## config.mk

```make
export PLATFORM = sky130hd
export DESIGN_NAME = cmp_timer_core
export DESIGN_NICKNAME = d
export VERILOG_FILES = /design/src/rtl/cmp_timer_pkg.sv /design/src/rtl/cmp_timer_prescale.sv /design/src/rtl/cmp_timer_match.sv /design/src/rtl/cmp_timer_counter.sv /design/src/rtl/cmp_timer_core.sv
export SDC_FILE = /design/constraint.sdc
export NUM_CORES = 1
export LEC_CHECK = 0
export BUFFER_PORTS_ARGS = -buffer_cell sky130_fd_sc_hd__buf_2
export CORE_MARGIN = 10
export CORE_UTILIZATION = 54
export CTS_CLUSTER_SIZE = 40
export DETAILED_ROUTE_END_ITERATION = 16
export PLACE_DENSITY_LB_ADDON = 0.15
export SYNTH_ARGS = -nofsm -noshare
export SYNTH_HDL_FRONTEND = slang
export SYNTH_SLANG_ARGS = --single-unit
```

## constraint.sdc

```tcl
create_clock -name clk -period 4.1 [get_ports clk]
set_input_delay 0.82 -clock clk [delete_from_list [all_inputs] [get_ports clk]]
set_output_delay 0.82 -clock clk [all_outputs]
set_load 0.02 [all_outputs]
```

## src/rtl/cmp_timer_pkg.sv

```systemverilog
package cmp_timer_pkg;

  typedef enum logic [1:0] {
    ACT_HOLD    = 2'd0,
    ACT_STEP    = 2'd1,
    ACT_RESTART = 2'd2,
    ACT_WRAP    = 2'd3
  } cnt_act_e;

  function automatic logic is_all_ones(input logic [63:0] v, input int unsigned w);
    logic r;
    r = 1'b1;
    for (int unsigned i = 0; i < 64; i++) begin
      if (i < w && !v[i]) r = 1'b0;
    end
    return r;
  endfunction

endpackage

```

## src/rtl/cmp_timer_prescale.sv

```systemverilog
module cmp_timer_prescale #(
  parameter int unsigned SRC_W = 3,
  parameter int unsigned PRE_W = 12,
  parameter logic [(1<<SRC_W)-1:0] VALID_MASK = 8'hBE
) (
  input  logic                    clk,
  input  logic                    rst,
  input  logic                    run_en,
  input  logic [SRC_W-1:0]        clk_sel,
  input  logic [(1<<SRC_W)-1:0]   src_tick,
  input  logic [PRE_W-1:0]        pre_div,
  input  logic                    pre_load,
  output logic                    tick_o
);
  localparam int unsigned NSRC = 1 << SRC_W;

  logic [NSRC-1:0]  src_ok;
  logic             src_sel;
  logic [PRE_W-1:0] pre_cnt;
  logic             advance;
  logic             at_term;

  assign src_ok  = src_tick & VALID_MASK;
  assign src_sel = src_ok[clk_sel];
  assign advance = run_en && src_sel && !pre_load;
  assign at_term = (pre_cnt >= pre_div);
  assign tick_o  = advance && at_term;

  always_ff @(posedge clk) begin
    if (rst) begin
      pre_cnt <= '0;
    end else if (pre_load) begin
      pre_cnt <= '0;
    end else if (advance) begin
      if (at_term) pre_cnt <= '0;
      else         pre_cnt <= pre_cnt + PRE_W'(1);
    end
  end

  // a tick always restarts the division phase
  p_phase_reload_r2: assert property (@(posedge clk) disable iff (rst)
    tick_o |=> (pre_cnt == '0));

  // without a usable selected strobe the phase never moves
  p_gate_hold_r3: assert property (@(posedge clk) disable iff (rst)
    (!pre_load && !(run_en && src_ok[clk_sel])) |=> $stable(pre_cnt));

endmodule

```

## src/rtl/cmp_timer_match.sv

```systemverilog
module cmp_timer_match #(
  parameter int unsigned CNT_W   = 32,
  parameter int unsigned NUM_CMP = 3
) (
  input  logic [CNT_W-1:0]         count_i,
  input  logic [NUM_CMP*CNT_W-1:0] cmp_vals,
  output logic [NUM_CMP-1:0]       hit_o,
  output logic                     at_max_o
);
  localparam logic [CNT_W-1:0] TERM = {CNT_W{1'b1}};

  for (genvar k = 0; k < NUM_CMP; k++) begin : g_chan
    assign hit_o[k] = (count_i == cmp_vals[k*CNT_W +: CNT_W]);
  end

  assign at_max_o = (count_i == TERM);

endmodule

```

## src/rtl/cmp_timer_counter.sv

```systemverilog
module cmp_timer_counter
  import cmp_timer_pkg::*;
#(
  parameter int unsigned CNT_W = 32
) (
  input  logic             clk,
  input  logic             rst,
  input  logic             tick_i,
  input  logic             clr_i,
  input  logic             free_run_i,
  input  logic             period_hit_i,
  input  logic             at_max_i,
  output logic [CNT_W-1:0] count_q
);
  cnt_act_e act;

  always_comb begin
    act = ACT_HOLD;
    if (!clr_i && tick_i) begin
      if (!free_run_i && period_hit_i) act = ACT_RESTART;
      else if (at_max_i)               act = ACT_WRAP;
      else                             act = ACT_STEP;
    end
  end

  always_ff @(posedge clk) begin
    if (rst || clr_i) begin
      count_q <= '0;
    end else begin
      case (act)
        ACT_STEP:    count_q <= count_q + CNT_W'(1);
        ACT_RESTART: count_q <= '0;
        ACT_WRAP:    count_q <= '0;
        default:     count_q <= count_q;
      endcase
    end
  end

  // no tick and no clear leaves the count alone
  p_hold_r4: assert property (@(posedge clk) disable iff (rst)
    (!tick_i && !clr_i) |=> $stable(count_q));

  // a plain tick adds exactly one
  p_step_r2: assert property (@(posedge clk) disable iff (rst)
    (tick_i && !clr_i && !at_max_i && !(!free_run_i && period_hit_i))
      |=> (count_q == $past(count_q) + CNT_W'(1)));

  // period match in restart mode returns to zero
  p_restart_r6: assert property (@(posedge clk) disable iff (rst)
    (tick_i && !clr_i && !free_run_i && period_hit_i) |=> (count_q == '0));

  // terminal value wraps to zero
  p_wrap_r5: assert property (@(posedge clk) disable iff (rst)
    (tick_i && !clr_i && at_max_i) |=> (count_q == '0));

endmodule

```

## src/rtl/cmp_timer_core.sv

```systemverilog
module cmp_timer_core #(
  parameter int unsigned CNT_W   = 32,
  parameter int unsigned PRE_W   = 12,
  parameter int unsigned SRC_W   = 3,
  parameter int unsigned NUM_CMP = 3,
  parameter logic [(1<<SRC_W)-1:0] VALID_MASK = 8'hBE
) (
  input  logic                     clk,
  input  logic                     rst,
  input  logic                     run_en,
  input  logic                     start_zero,
  input  logic                     free_run,
  input  logic [SRC_W-1:0]         clk_sel,
  input  logic [(1<<SRC_W)-1:0]    src_tick,
  input  logic [PRE_W-1:0]         pre_div,
  input  logic                     pre_load,
  input  logic [NUM_CMP*CNT_W-1:0] cmp_vals,
  input  logic                     cmp1_wr,
  input  logic                     en_start,
  output logic [CNT_W-1:0]         count_o,
  output logic [NUM_CMP-1:0]       cmp_evt_o,
  output logic                     rov_evt_o
);
  logic               tick;
  logic               clr_req;
  logic [NUM_CMP-1:0] hit;
  logic               at_max;

  assign clr_req = (cmp1_wr && !free_run) || (en_start && start_zero);

  cmp_timer_prescale #(
    .SRC_W(SRC_W), .PRE_W(PRE_W), .VALID_MASK(VALID_MASK)
  ) u_pre (
    .clk(clk), .rst(rst), .run_en(run_en), .clk_sel(clk_sel),
    .src_tick(src_tick), .pre_div(pre_div), .pre_load(pre_load),
    .tick_o(tick)
  );

  cmp_timer_match #(.CNT_W(CNT_W), .NUM_CMP(NUM_CMP)) u_match (
    .count_i(count_o), .cmp_vals(cmp_vals), .hit_o(hit), .at_max_o(at_max)
  );

  cmp_timer_counter #(.CNT_W(CNT_W)) u_cnt (
    .clk(clk), .rst(rst), .tick_i(tick), .clr_i(clr_req),
    .free_run_i(free_run), .period_hit_i(hit[0]), .at_max_i(at_max),
    .count_q(count_o)
  );

  always_ff @(posedge clk) begin
    if (rst) begin
      cmp_evt_o <= '0;
      rov_evt_o <= 1'b0;
    end else if (tick && !clr_req) begin
      cmp_evt_o <= hit;
      rov_evt_o <= at_max;
    end else begin
      cmp_evt_o <= '0;
      rov_evt_o <= 1'b0;
    end
  end

  // a clear cycle produces no events
  p_quiet_clear_r10: assert property (@(posedge clk) disable iff (rst)
    clr_req |=> (cmp_evt_o == '0 && !rov_evt_o));

  // period write in restart mode zeroes the count
  p_cmp1_clear_r8: assert property (@(posedge clk) disable iff (rst)
    (cmp1_wr && !free_run) |=> (count_o == '0));

  // enable with start-from-zero zeroes the count
  p_start_zero_r9: assert property (@(posedge clk) disable iff (rst)
    (en_start && start_zero) |=> (count_o == '0));

  // rollover pulse comes with a zero count
  p_rov_zero_r5: assert property (@(posedge clk) disable iff (rst)
    rov_evt_o |-> (count_o == '0));

endmodule

```

[Word level (Yosys, flattened, before mapping)]
Cells that the tools add are included.
Cells by class
  add/subtract/negate cells: 2
  $mul: 0
  divide/modulo/power cells: 0
  order comparisons: 2
  equality and inequality tests: 7
  shift operators: 0
  muxes and demuxes: 7
  bitwise gates (word level): 1
  reduce and logical (&&, ||, !) cells: 16
Operators with widths (count)
  == test 32 bit: 3
  case mux 32 bit (2 select lines): 1
  adder 32 x 1 -> 32 bit, second input constant: 1
  == test 32 bit, second input constant: 1
  adder 12 x 1 -> 12 bit, second input constant: 1
  greater-or-equal comparator 12 bit: 1
  two-way mux 12 bit: 1
  logical AND 1 bit: 7
  two-way mux 2 bit: 3
  OR reduction 2 bit: 3
  == test 2 bit, second input constant: 2
  less-than comparator 3 x 4 -> 1 bit, second input constant: 1
  binary-select mux 1 bit (select 3 bit): 1
  zero test 1 bit: 3
  == test 2 x 1 -> 1 bit, second input constant: 1
  logical OR 1 bit: 2
  nonzero test 2 bit: 1
  two-way mux 1 bit: 1
  NOT 1 bit: 1
Word-level totals
  register bits: 48
  bits in latches: 0
  memory bits (writable): 0
  memory bits (read-only): 0
  input bits: 127
  output and inout port bits: 36
  logic and storage cells: 39
  memories: 0

[Logic depth before layout (Yosys ltp)]
  word-level depth: 10
  depth in mapped cells: 10

[By module]
A second synthesis with hierarchy kept.
Second synthesis, totals
  cells, all modules: 474
  area, all modules: 3858.7 um2
By module, submodules not included
  cmp_timer_counter: times used 1, cells an instance 177, area each 1570.3 um2
  cmp_timer_match: times used 1, cells an instance 140, area each 1108.6 um2
  cmp_timer_prescale: times used 1, cells an instance 142, area each 1026.0 um2
  cmp_timer_core: times used 1, cells an instance 15, area each 153.9 um2

[Worst setup path after synthesis]
OpenSTA, ideal clock, no wires.
  path kind: input to register
  start point: in pre_div[0]
  end point: reg u_cnt.count_q[3]
  arrival time: 2.643 ns
  required time: 3.983 ns
  setup slack: 1.340 ns
  stages on the path: 9
  path buffers: 2
  path through: ha_1 > nand2b_1 > a2111oi_0 > o32a_1 > buf_2 > clkbuf_1 > a21oi_1 > xnor2_1 > nor2_1
Between the ends
  longest elaborated chain between the ends: 7
  elaborated cells on any way between the ends: 10
  classes of those cells: 1 x order compare; 3 x eq/ne; 2 x mux; 4 x reduce/logical
RTL lines
  start: declaration: RTL line cmp_timer_core.sv:15  | input logic [PRE_W-1:0] pre_div,
  greater-or-equal comparator 12 bit *: RTL line cmp_timer_prescale.sv:26  | assign at_term = (pre_cnt >= pre_div);
  logical AND 1 bit *: RTL line cmp_timer_prescale.sv:27  | assign tick_o = advance && at_term;
  logical AND 1 bit *: RTL line cmp_timer_counter.sv:19  | if (!clr_i && tick_i) begin
  two-way mux 2 bit *: RTL line cmp_timer_counter.sv:19
  == test 2 bit: RTL line cmp_timer_counter.sv:30  | case (act)
  OR reduction 2 bit (no source line)
  case mux 32 bit (2 select lines) or nonzero test 2 bit (tied branches)
  end signal: assignment: RTL line cmp_timer_counter.sv:31  | ACT_STEP: count_q <= count_q + CNT_W'(1);
  end signal: assignment: RTL line cmp_timer_counter.sv:34  | default: count_q <= count_q;
  end: declaration: RTL line cmp_timer_counter.sv:13  | output logic [CNT_W-1:0] count_q
Every way passes the cells marked *; elsewhere a longest branch is shown, timed or not.
A chain may end at the register's enable or synchronous reset.

[Worst setup path in the final report]
  start point: in pre_div[9]
  end point: reg u_cnt.count_q[30]
The elaborated chain is that of the path after synthesis.

==> reports/qor.txt <==
Outcome: finished, final reports clean
Crit path DAT: 3.05 ns
Overall Global Routing Usage: 23.7%
Worst path slowest cell: a2bb2oi_2
Max Slew Vio Count: 0
Core area: 7290 um2
Drt wl/cell: 19.5 um
Setup TNS: 0 ns
Post-CTS Setup Bufs: 0
Antenna violations before repair: 0
Top cells by area, synth: dfxtp_1 (23%), xor2_1 (15%), xnor2_1 (13%)
Routed met1 length: 5420 um
CP bufs+invs: 3
Flops & latches, synth: 48
Cts hold-fix bufs: 0
# resized after CTS: 0
Grt total ovfl: 0
Tcrit/Tclk final: 69.7%
Setup ws final: 1.24 ns
Worst slew margin: 57.6%
Vias in the first global route: 4232
Pwr dens: 199 nW/um2
Kind of critical path: input pin to register
Avg Cell Area, Syn: 8.43 um2
Layout cell share with drive strength beyond 1: 32.5%
Largest net degree at the start of global routing: 30
Fmax: 0.350 GHz
ANT nets after route: 0
Worst hold path class: register to register
Clock root cell: clkbuf_8
Layout fillers: 672
Crit path time final: 2.86 ns
Pre-CTS setup slack: 0.945 ns
Clk_lat worst skew: 0.32 ns
Final Hold Fails: 0
Fin Clk Skew: 0.0140 ns
Pre-antenna DRT Iters: 4
IO buf count: 160
Unique masters post-synth: 49
Worst-path cell chain: buf_2, inv_1, ha_1, and4_1, nand2_1, o32a_1, a21oi_2, a2bb2oi_2, buf_4, nor2_1
CTS tree: done
Ports: 163
Mapped Area: 4090 um2
DRT iter0 DRCs: 254
Gpl congestion: 0.897
Number of clock sinks: 48
DRC errors left: 0
CTS clk-pin slew, worst paths: 0.09 ns
Crit path launch type: input pin
Most common cell in the netlist: xor2_1
Via-per-instance ratio: 5.66
CP max FO: 21
Routed length on met3: 1330 um
Layout Utilization: 68.2%
Worst vdd ir: 143 uV
Async S/R FF share, synth: 0%
Final wirelength: 13900 um
Synth top area share: 23.5%
Die height: 107 um
Leading area contributor after synthesis: dfxtp_1
Final Power: 0.987 mW
Num rows: 31
Area of the multi-input gates: 2850 um2
Die Area: 11500 um2
First-pass GRT wire length: 21800 um
CP top delay family: compound AO/OA/AOI/OAI gates
Crit end category: register
Storage cell area: 961 um2
Routed vias: 4047
DR WL met2: 6810 um
Crit path required time: 4.29 ns
Post-synth EDFFs: 0
DPL Wire Length: 11200 um
Commonest cells post-synth: xor2_1 (69), xnor2_1 (61), dfxtp_1 (48)
Leak pwr: 2.15 nW
Nets: 755
Endpoints failing setup: 0
RSZ-0062 raised after global routing: no
CTS Buf Count: 5
Starting Density: 56.1%
Layout area overhead: 21.6%
Top_reg_cell synth: dfxtp_1
Clock buffer depth: 2
Die width: 107 um
# H-tree levels: 2
Slew @ Worst Pin: 0.636 ns
Max-cap viol count: 0
Mapped Cells: 485
Syn Nets: 626
Crit-path max cell delay: 0.45 ns
Yosys warning total: 0
Register area share after synthesis: 23.5%
Highest Signal Layer: met4
## metrics by stage
stage / instances / area [um2] / hold slack, ns
detailed placement: 706 / 4850 / 0.503
global placement: 706 / 4850 / 0.482
floorplan: 485 / 4090 / 0.462
finish: 715 / 4970 / 0.514
global route: 714 / 4970 / 0.538
CTS: 714 / 4970 / 0.517
## cell type report
type | instances | share of cell area, %
diodes | 1 | 0.0503
clock buffers | 5 | 1.38
clock inverters | 3 | 0.956
inverters | 20 | 1.51
multi-input cells | 373 | 57.3
flip-flops and latches | 48 | 19.3
well taps | 99 | 2.49
repair buffers | 166 | 17.0
## worst reg2reg max path, stage by stage (launching register included)
cell       delay, ns
dfxtp_1         0.68
nand2_1         0.31
nor4_1          0.57
a31oi_1         0.25
a2bb2oi_2       0.48
buf_4           0.35
nor2_1          0.09
## layout by cell type (no fill, tap or decap), drive strengths merged, types with 8 or more instances in the layout
master,instances
a2111oi,18
a211oi,9
a21oi,17
buf,166
dfxtp,48
ha,14
inv,20
nand2,27
nand3,14
nand4,28
nor2,40
nor4,22
or3,8
xnor2,61
xor2,69
## sequential cells by signal, indices dropped and copies added, names as in the netlist
signal         flops
u_cnt.count_q     32
cmp_evt_o          3
u_pre.pre_cnt     12
rov_evt_o          1
## report_power, final
group          total (mW)  switching, mW  internal [mW]
clock network       0.361          0.177          0.184
logic               0.160         0.0795         0.0807
registers           0.467       0.000526          0.466
## logic make-up after synthesis
kind of cell | after synthesis | synth area share (%)
AND/OR/NAND/NOR | 165 | 22.4
XOR/XNOR | 130 | 27.8
buffers and inverters | 64 | 7.28
AO/OA/AOI/OAI | 62 | 14.2
flip-flops | 48 | 23.5
adder cells (fa/ha/maj) | 14 | 4.28
multiplexers | 2 | 0.520
## worst paths after layout
path | startpoint | end | slack, ns | cells after the start
worst max-delay path | pre_div[9] | u_cnt.count_q[30] | 1.24 | 10
worst min-delay path | u_pre.pre_cnt[7] | u_pre.pre_cnt[7] | 0.51 | 2
worst max register to register | u_cnt.count_q[2] | u_cnt.count_q[30] | 1.25 | 6
worst min register to register | u_pre.pre_cnt[7] | u_pre.pre_cnt[7] | 0.51 | 2
## layer usage
layer / up-vias / GRT usage (%)
met2: 189 / 40.2
met1: 1876 / 28.0
met4: 0 / 9.19
li1: 1951 / -
met5: - / 0
met3: 31 / 5.81
Power figures use the tool's default switching activity.
